## src/rtl/srs_pkg.sv

```systemverilog
package srs_pkg;
  typedef enum logic [2:0] {
    OP_SHR  = 3'b000,
    OP_SAR  = 3'b001,
    OP_SHL  = 3'b010,
    OP_RRC  = 3'b011,
    OP_SWP  = 3'b100,
    OP_SXT  = 3'b101,
    OP_RSV6 = 3'b110,
    OP_RSV7 = 3'b111
  } srs_op_e;
endpackage

```

## src/rtl/srs_shift_core.sv

```systemverilog
module srs_shift_core #(
  parameter int DATA_W = 16
) (
  input  logic [DATA_W-1:0] a_i,
  input  logic              cin_i,
  input  logic              narrow_i,
  input  logic [1:0]        sel_i,
  output logic [DATA_W-1:0] res_o,
  output logic              cout_o
);
  localparam int HALF_W = DATA_W / 2;

  logic [DATA_W-1:0] lane_res [2];
  logic              lane_c   [2];

  // lane 0: full word, lane 1: low half
  for (genvar g = 0; g < 2; g++) begin : g_lane
    localparam int W = (g == 0) ? DATA_W : HALF_W;
    logic [W-1:0] x;
    logic [W-1:0] y;
    logic         c;
    assign x = a_i[W-1:0];
    always_comb begin
      case (sel_i)
        2'b00: begin y = {1'b0, x[W-1:1]};   c = x[0];   end
        2'b01: begin y = {x[W-1], x[W-1:1]}; c = x[0];   end
        2'b10: begin y = {x[W-2:0], 1'b0};   c = x[W-1]; end
        default: begin y = {cin_i, x[W-1:1]}; c = x[0];  end
      endcase
    end
    assign lane_res[g] = DATA_W'(y);
    assign lane_c[g]   = c;
  end

  assign res_o  = narrow_i ? lane_res[1] : lane_res[0];
  assign cout_o = narrow_i ? lane_c[1]   : lane_c[0];
endmodule

```

## src/rtl/srs_byte_ops.sv

```systemverilog
module srs_byte_ops #(
  parameter int DATA_W = 16
) (
  input  logic [DATA_W-1:0] a_i,
  input  logic              sxt_i,
  output logic [DATA_W-1:0] res_o
);
  localparam int HALF_W = DATA_W / 2;

  logic [DATA_W-1:0] swapped;
  logic [DATA_W-1:0] extended;

  assign swapped  = {a_i[HALF_W-1:0], a_i[DATA_W-1:HALF_W]};
  assign extended = {{HALF_W{a_i[HALF_W-1]}}, a_i[HALF_W-1:0]};
  assign res_o    = sxt_i ? extended : swapped;
endmodule

```

## src/rtl/srs_flags.sv

```systemverilog
module srs_flags #(
  parameter int DATA_W = 16
) (
  input  logic [DATA_W-1:0] res_i,
  input  logic              narrow_i,
  output logic              zero_o,
  output logic              neg_o
);
  localparam int HALF_W = DATA_W / 2;

  assign zero_o = narrow_i ? (res_i[HALF_W-1:0] == '0) : (res_i == '0);
  assign neg_o  = narrow_i ? res_i[HALF_W-1] : res_i[DATA_W-1];
endmodule

```

## src/rtl/shift_rot_unit.sv

```systemverilog
module shift_rot_unit
  import srs_pkg::*;
#(
  parameter int DATA_W  = 16,
  parameter bit REG_OUT = 1'b1
) (
  input  logic              clk_i,
  input  logic              rst_ni,
  input  logic [DATA_W-1:0] operand_i,
  input  logic              carry_i,
  input  logic              byte_i,
  input  logic [2:0]        op_i,
  output logic [DATA_W-1:0] result_o,
  output logic              carry_o,
  output logic              zero_o,
  output logic              neg_o
);
  localparam int HALF_W = DATA_W / 2;

  srs_op_e           op;
  logic              is_shift;
  logic              narrow;
  logic [DATA_W-1:0] sh_res;
  logic              sh_c;
  logic [DATA_W-1:0] bo_res;
  logic [DATA_W-1:0] res_d;
  logic              c_d;
  logic              z_d;
  logic              n_d;

  assign op       = srs_op_e'(op_i);
  assign is_shift = ~op_i[2];
  assign narrow   = is_shift & byte_i;

  srs_shift_core #(.DATA_W(DATA_W)) u_shift (
    .a_i      (operand_i),
    .cin_i    (carry_i),
    .narrow_i (narrow),
    .sel_i    (op_i[1:0]),
    .res_o    (sh_res),
    .cout_o   (sh_c)
  );

  srs_byte_ops #(.DATA_W(DATA_W)) u_bytes (
    .a_i   (operand_i),
    .sxt_i (op_i[0]),
    .res_o (bo_res)
  );

  always_comb begin
    unique case (op)
      OP_SWP, OP_SXT:   begin res_d = bo_res;    c_d = carry_i; end
      OP_RSV6, OP_RSV7: begin res_d = operand_i; c_d = carry_i; end
      default:          begin res_d = sh_res;    c_d = sh_c;    end
    endcase
  end

  srs_flags #(.DATA_W(DATA_W)) u_flags (
    .res_i    (res_d),
    .narrow_i (narrow),
    .zero_o   (z_d),
    .neg_o    (n_d)
  );

  if (REG_OUT) begin : g_reg
    logic seen_q;

    always_ff @(posedge clk_i or negedge rst_ni) begin
      if (!rst_ni) begin
        result_o <= '0;
        carry_o  <= 1'b0;
        zero_o   <= 1'b0;
        neg_o    <= 1'b0;
        seen_q   <= 1'b0;
      end else begin
        result_o <= res_d;
        carry_o  <= c_d;
        zero_o   <= z_d;
        neg_o    <= n_d;
        seen_q   <= 1'b1;
      end
    end


    shr_msb_chk: assert property (@(posedge clk_i) disable iff (!rst_ni)
      seen_q && $past(op_i == OP_SHR && !byte_i) |-> !result_o[DATA_W-1]);


    byte_upper_clear_chk: assert property (@(posedge clk_i) disable iff (!rst_ni)
      seen_q && $past(byte_i && !op_i[2]) |-> result_o[DATA_W-1:HALF_W] == '0);


    swap_chk: assert property (@(posedge clk_i) disable iff (!rst_ni)
      seen_q && $past(op_i == OP_SWP) |->
        result_o == {$past(operand_i[HALF_W-1:0]), $past(operand_i[DATA_W-1:HALF_W])});


    carry_hold_chk: assert property (@(posedge clk_i) disable iff (!rst_ni)
      seen_q && $past(op_i[2]) |-> carry_o == $past(carry_i));


    zero_word_chk: assert property (@(posedge clk_i) disable iff (!rst_ni)
      seen_q && $past(op_i[2] || !byte_i) |-> zero_o == (result_o == '0));


    neg_width_chk: assert property (@(posedge clk_i) disable iff (!rst_ni)
      seen_q |-> neg_o == ($past(byte_i && !op_i[2]) ? result_o[HALF_W-1]
                                                     : result_o[DATA_W-1]));
  end else begin : g_comb
    assign result_o = res_d;
    assign carry_o  = c_d;
    assign zero_o   = z_d;
    assign neg_o    = n_d;
  end
endmodule

```

## config.mk

```make
export PLATFORM = sky130hd
export DESIGN_NAME = shift_rot_unit
export DESIGN_NICKNAME = d
export VERILOG_FILES = /design/src/rtl/srs_pkg.sv /design/src/rtl/srs_shift_core.sv /design/src/rtl/srs_byte_ops.sv /design/src/rtl/srs_flags.sv /design/src/rtl/shift_rot_unit.sv
export SDC_FILE = /design/constraint.sdc
export NUM_CORES = 1
export LEC_CHECK = 0
export ABC_AREA = 1
export BUFFER_PORTS_ARGS = -buffer_cell sky130_fd_sc_hd__buf_2
export CAP_MARGIN = 20
export CORE_AREA = 10 10 63 65
export CTS_CLUSTER_DIAMETER = 60
export CTS_CLUSTER_SIZE = 28
export DETAILED_ROUTE_END_ITERATION = 8
export DIE_AREA = 0 0 73 75
export PLACE_DENSITY_LB_ADDON = 0.1
export RECOVER_POWER = 100
export SYNTH_ARGS = -nofsm -noshare
export SYNTH_HDL_FRONTEND = slang
export SYNTH_SLANG_ARGS = --single-unit
```

## constraint.sdc

```tcl
create_clock -name clk_i -period 1.6 [get_ports clk_i]
set_clock_uncertainty 0.2 [all_clocks]
set_input_delay 0.08 -clock clk_i [delete_from_list [all_inputs] [get_ports clk_i]]
set_output_delay 0.08 -clock clk_i [all_outputs]
set_load 0.01 [all_outputs]
```

---- Yosys cells after proc, flatten, opt, wreduce, memory -nomap -nowiden ----
Cells that the tools add are included.
storage, ports and cells
  bits of input ports ..................... 23
  logic and storage cells ................. 29
  output and inout port bits .............. 19
  flip-flop bits (word level) ............. 19
cells by class
  equality and inequality tests ........... 6
  reductions and logical operators ........ 6
  muxes and demuxes ....................... 11
  bitwise gates (word level) .............. 2
operator list
  cell                count
  $pmux 16 s3         1
  $pmux 16 s2         1
  $pmux 8 s3          1
  $logic_not 16->1    1
  $mux 16             1
  $mux 15             1
  $eq 3x3->1 const B  4
  $logic_not 8->1     1
  $mux 1              6
  $reduce_or 2->1     2
  $reduce_or 4->1     1
  $eq 2x1->1 const B  1
  $eq 2x2->1 const B  1
  $logic_not 2->1     1
  $and 1x1->1         1
  $not 1->1           1

---- Longest topological paths before layout ----
  word-level depth ........................ 6
  mapped depth ............................ 12
  mapped depth without buffers ............ 10

---- Modules after synthesis ----
From an unflattened synthesis, not the netlist that was laid out.
second synthesis, totals
  cell total of the unflattened synthesis .. 218
  area total of the unflattened synthesis .. 1500.2 um2
modules (own cells, without submodules)
  module          seq. area each (um2)  area an instance (um2)  instances  cells each
  shift_rot_unit  475.5                 904.6                   1          98
  srs_shift_core  0.0                   311.5                   1          63
  srs_byte_ops    0.0                   215.2                   1          42
  srs_flags       0.0                   68.8                    1          15

---- Worst setup path after synthesis ----
No wires, ideal clock.
  kind .................................... input to register
  start ................................... in op_i[0]
  end ..................................... reg zero_o
  buffers on the path ..................... 3
  arrival time ............................ 994 ps
  slack ................................... 335 ps
  data required time ...................... 1329 ps
  setup time .............................. 71 ps
  cell stages on the path ................. 12
  cells stage by stage .................... buf_6 inv_6 buf_12 buf_12 nand2_2 nand3_1 nand2_1 nor2_1 nand2_1 nor2_1 nand3_1 nor2_1
between the ends
  longest elaborated chain between the ends .. 6
  elaborated cells between the ends (all ways) .. 17
  classes of those cells .................. eq/ne (6); mux (6); reduce/logical (5)
ends and longest elaborated chain
  element                                              line                  text
  from (decl)                                          shift_rot_unit.sv:12  input logic [2:0] op_i,
  $eq 2x2->1, or another cell as far along             srs_shift_core.sv:24  case (sel_i)
  $pmux 16 s3 or $pmux 8 s3 (tied branches)            srs_shift_core.sv:24
  $mux 16                                              srs_shift_core.sv:35  assign res_o = narrow_i ? lane_res[1] : lane_res[0];
  $pmux 16 s2 *                                        shift_rot_unit.sv:51  unique case (op)
  $logic_not 16->1 or $logic_not 8->1 (tied branches)  srs_flags.sv:11       assign zero_o = narrow_i ? (res_i[HALF_W-1:0] == '0) : (res_i == '0);
  $mux 1 *                                             srs_flags.sv:11
  via u_flags.zero_o                                   srs_flags.sv:6        output logic zero_o,
  to (signal assigned)                                 shift_rot_unit.sv:78  zero_o <= z_d;
  to (decl)                                            shift_rot_unit.sv:15  output logic zero_o,
The timed path passes the listed nets; every way through them passes the cells marked *.

---- Final worst setup path ----
  start ................................... in operand_i[2]
  end ..................................... reg zero_o
between the ends
  longest elaborated chain between the ends .. 5
  elaborated cells between the ends (all ways) .. 8
  classes of those cells .................. mux (6); reduce/logical (2)
ends and longest elaborated chain
  element                                              line                  text
  from (decl)                                          shift_rot_unit.sv:9   input logic [DATA_W-1:0] operand_i,
  $pmux 16 s3 or $pmux 8 s3 (tied branches)            srs_shift_core.sv:24
  $mux 16                                              srs_shift_core.sv:35
  $pmux 16 s2 *                                        shift_rot_unit.sv:51
  $logic_not 16->1 or $logic_not 8->1 (tied branches)  srs_flags.sv:11
  $mux 1 *                                             srs_flags.sv:11
  via u_flags.zero_o                                   srs_flags.sv:6
Marked as above.

==> metrics.txt <==
outcome finished, final reports clean; fmax 665 MHz; Post-Layout Cell Count 336; Initial DRC Count 75; worst rel slew slack 0.328; cell area after synthesis 1430 sq um; number of core rows 19; Final Hold Viols 0; final worst slack 0.0965 ns; final setup TNS 0 ns; WP data arrival 1.54 ns; CTS Root Cell clkbuf_4; Placement Setup Slack 0.0160 ns; Setup Viol. Count Final 0; area grow syn2layout 36.1%; Top Layer Used met4; Reg power frac 0.437; crit end category flop; Clk pwr share 0.202; sequential share of the synthesized area 0.332; wire length per cell 13.3 microns; CTS Buf Count 3; DR vias/cell 4.97; XOR/XNOR Fraction of Synth Area 0; fill count 275; Reg clk slew, reported paths 0.11 ns; period utilisation layout 0.940; DRT met1 WL 1.83 mm; CTS Buffer Depth 2; Reg area 475 sq um; synthesized net count 254; Syn Inst Count 231; Synth Area per Inst 6.20 sq um; clk sinks 19; initial antenna violation count 0; fin crit period 1.50 ns; CTS tree done; hold path start operand_i[7]; leakage power 1.11 nW; vias in the first global route 1572; FF+latch count, synth 19; fraction of layout instances using a drive strength above 1 0.200; effective utilization at floorplan 0.529; Synth Area in Simple Gates 0.446; Synth Area in Compound Gates 0.0568; WL met3 399 microns; pins over their slew limit 0; Adder-Cell Fraction of Synth Area 0; die area 5480 sq um; post-synthesis mux area share 0; max cap viols 0; Setup crit start operand_i[2]; Die Ht 75 microns; final wirelength 4.47 mm; number of library cell types mapped by synthesis 19; largest net degree at the start of global routing 20; crit path max fanout 4; Int Power 802 uW; HPWL reported at the end of detailed placement 3.38 mm; Slew @ Worst Pin 1.01 ns; Ys Warns 0; gr usage total 0.163; core area 2710 sq um; multi-input logic area 744 sq um; DRC 0; Vias 1671; net switching power 423 uW; I/O pin count 42; wire length on met2 2.15 mm; gpl congestion 0.965; Die X 73 microns; Routed Antenna Nets 0; Placed Instances 311; port bufs 41; H-tree depth reported by CTS 1; P per Cell Area 629 nW/um^2; hold crit path type input pin to flop; Ant. Diodes 0; First-pass DRT Iterations 4; Setup CP Type input pin to flop; largest family of logic cells by synthesized area simple AND/OR/NAND/NOR gates; VDD IR-drop max 482 uV; critical path data required time 1.64 ns; crit start category input pin; Layout Nets 329; GR Overflow Total 0; sw frac 0.345; Combinational Power Share 0.361; first-pass GRT wire length 7.11 mm
area by class of cell:
type | instances | share of cell area
Multi-Input combinational cell | 168 | 0.382
Timing Repair Buffer | 79 | 0.270
Sequential cell | 19 | 0.244
Inverter | 35 | 0.0712
Tap cell | 31 | 0.0199
Clock buffer | 4 | 0.0135
registers in the layout, indices dropped and copies added (netlist names):
| signal | flops |
|---|---|
| result_o | 16 |
| zero_o | 1 |
| neg_o | 1 |
| carry_o | 1 |
placed cells by master, fill, tap and decap left out:
cell and count:
nand2_1 84, nor2_1 32, inv_1 31, clkbuf_1 23, nand3_1 22, dlygate4sd3_1 20
dfrtp_1 19, buf_2 19, buf_4 16, nor2_2 9, clkbuf_4 4, nand2_2 3
o21ai_0 3, a21oi_2 3, a21oi_1 3, o211ai_1 3, inv_2 2, nand3_2 2
inv_6 1, o21ai_1 1, inv_4 1, nand4_1 1, nor3_1 1, o2111ai_1 1
buf_12 1
cells in the mapped netlist (all sizes together):
master	instances	area, sq um
nor3	1	5.00
nand4	1	6.26
nand3	24	130
buf	9	100
o2111ai	1	8.76
dfrtp	19	475
a21oi	6	30.0
o211ai	3	22.5
o21ai	4	20.0
nand2	87	334
inv	35	136
nor2	41	164
critical path, stage by stage:
cell	delay, ns
dlygate4sd3_1	0.53
buf_2	0.14
inv_1	0.07
nand2_1	0.05
nand3_1	0.08
nand2_1	0.07
nor2_2	0.16
nand2_1	0.09
nor2_1	0.11
nand3_1	0.08
nor2_1	0.09
cell families after synthesis:
logic type      count (synthesis)
compound gates                 14
flops                          19
simple gates                  154
buf+inv                        44
layer usage:
metal,GRT usage,up-vias
met5,0,-
met4,0.0464,0
met3,0.0499,12
met2,0.272,63
met1,0.196,748
li1,-,848
worst paths after layout:
path	endpoint	slack, ns	cells after the start
min in group asynchronous	result_o[13]$_DFF_PN0_	0.25	2
max in group asynchronous	zero_o$_DFF_PN0_	0.34	2
setup / recovery	zero_o$_DFF_PN0_	0.1	11
hold / removal	carry_o$_DFF_PN0_	0.03	3
through the flow:
stage / power, mW / area [sq um] / util / hold slack, ns
after floorplan: 0.777 / 1430 / - / -0.416
after global placement: 0.943 / 1720 / 0.633 / -0.172
after detailed placement: 0.946 / 1720 / 0.633 / -0.156
after CTS: 1.22 / 1940 / 0.717 / 0.000657
after global routing: 1.30 / 1950 / 0.719 / 0.0268
final: 1.23 / 1950 / 0.719 / 0.0260
repair_timing:
item | in CTS | in global routing
gates resized for setup | 0 | 13
endpoints found under the hold margin | 34 | 0
hold buffers | 20 | 0
setup buffers | 0 | 1
endpoints found under the setup margin | 0 | 1
power groups by stage:
| stage | Clock (mW) | Combinational (mW) | Sequential, mW |
|---|---|---|---|
| detailed placement | 0 | 0.401 | 0.545 |
| global placement | 0 | 0.400 | 0.543 |
| floorplan | 0 | 0.205 | 0.573 |
| finish | 0.247 | 0.443 | 0.536 |
| CTS | 0.250 | 0.439 | 0.535 |
| global route | 0.264 | 0.497 | 0.541 |
Note: power is estimated with default switching activity, not from simulation.
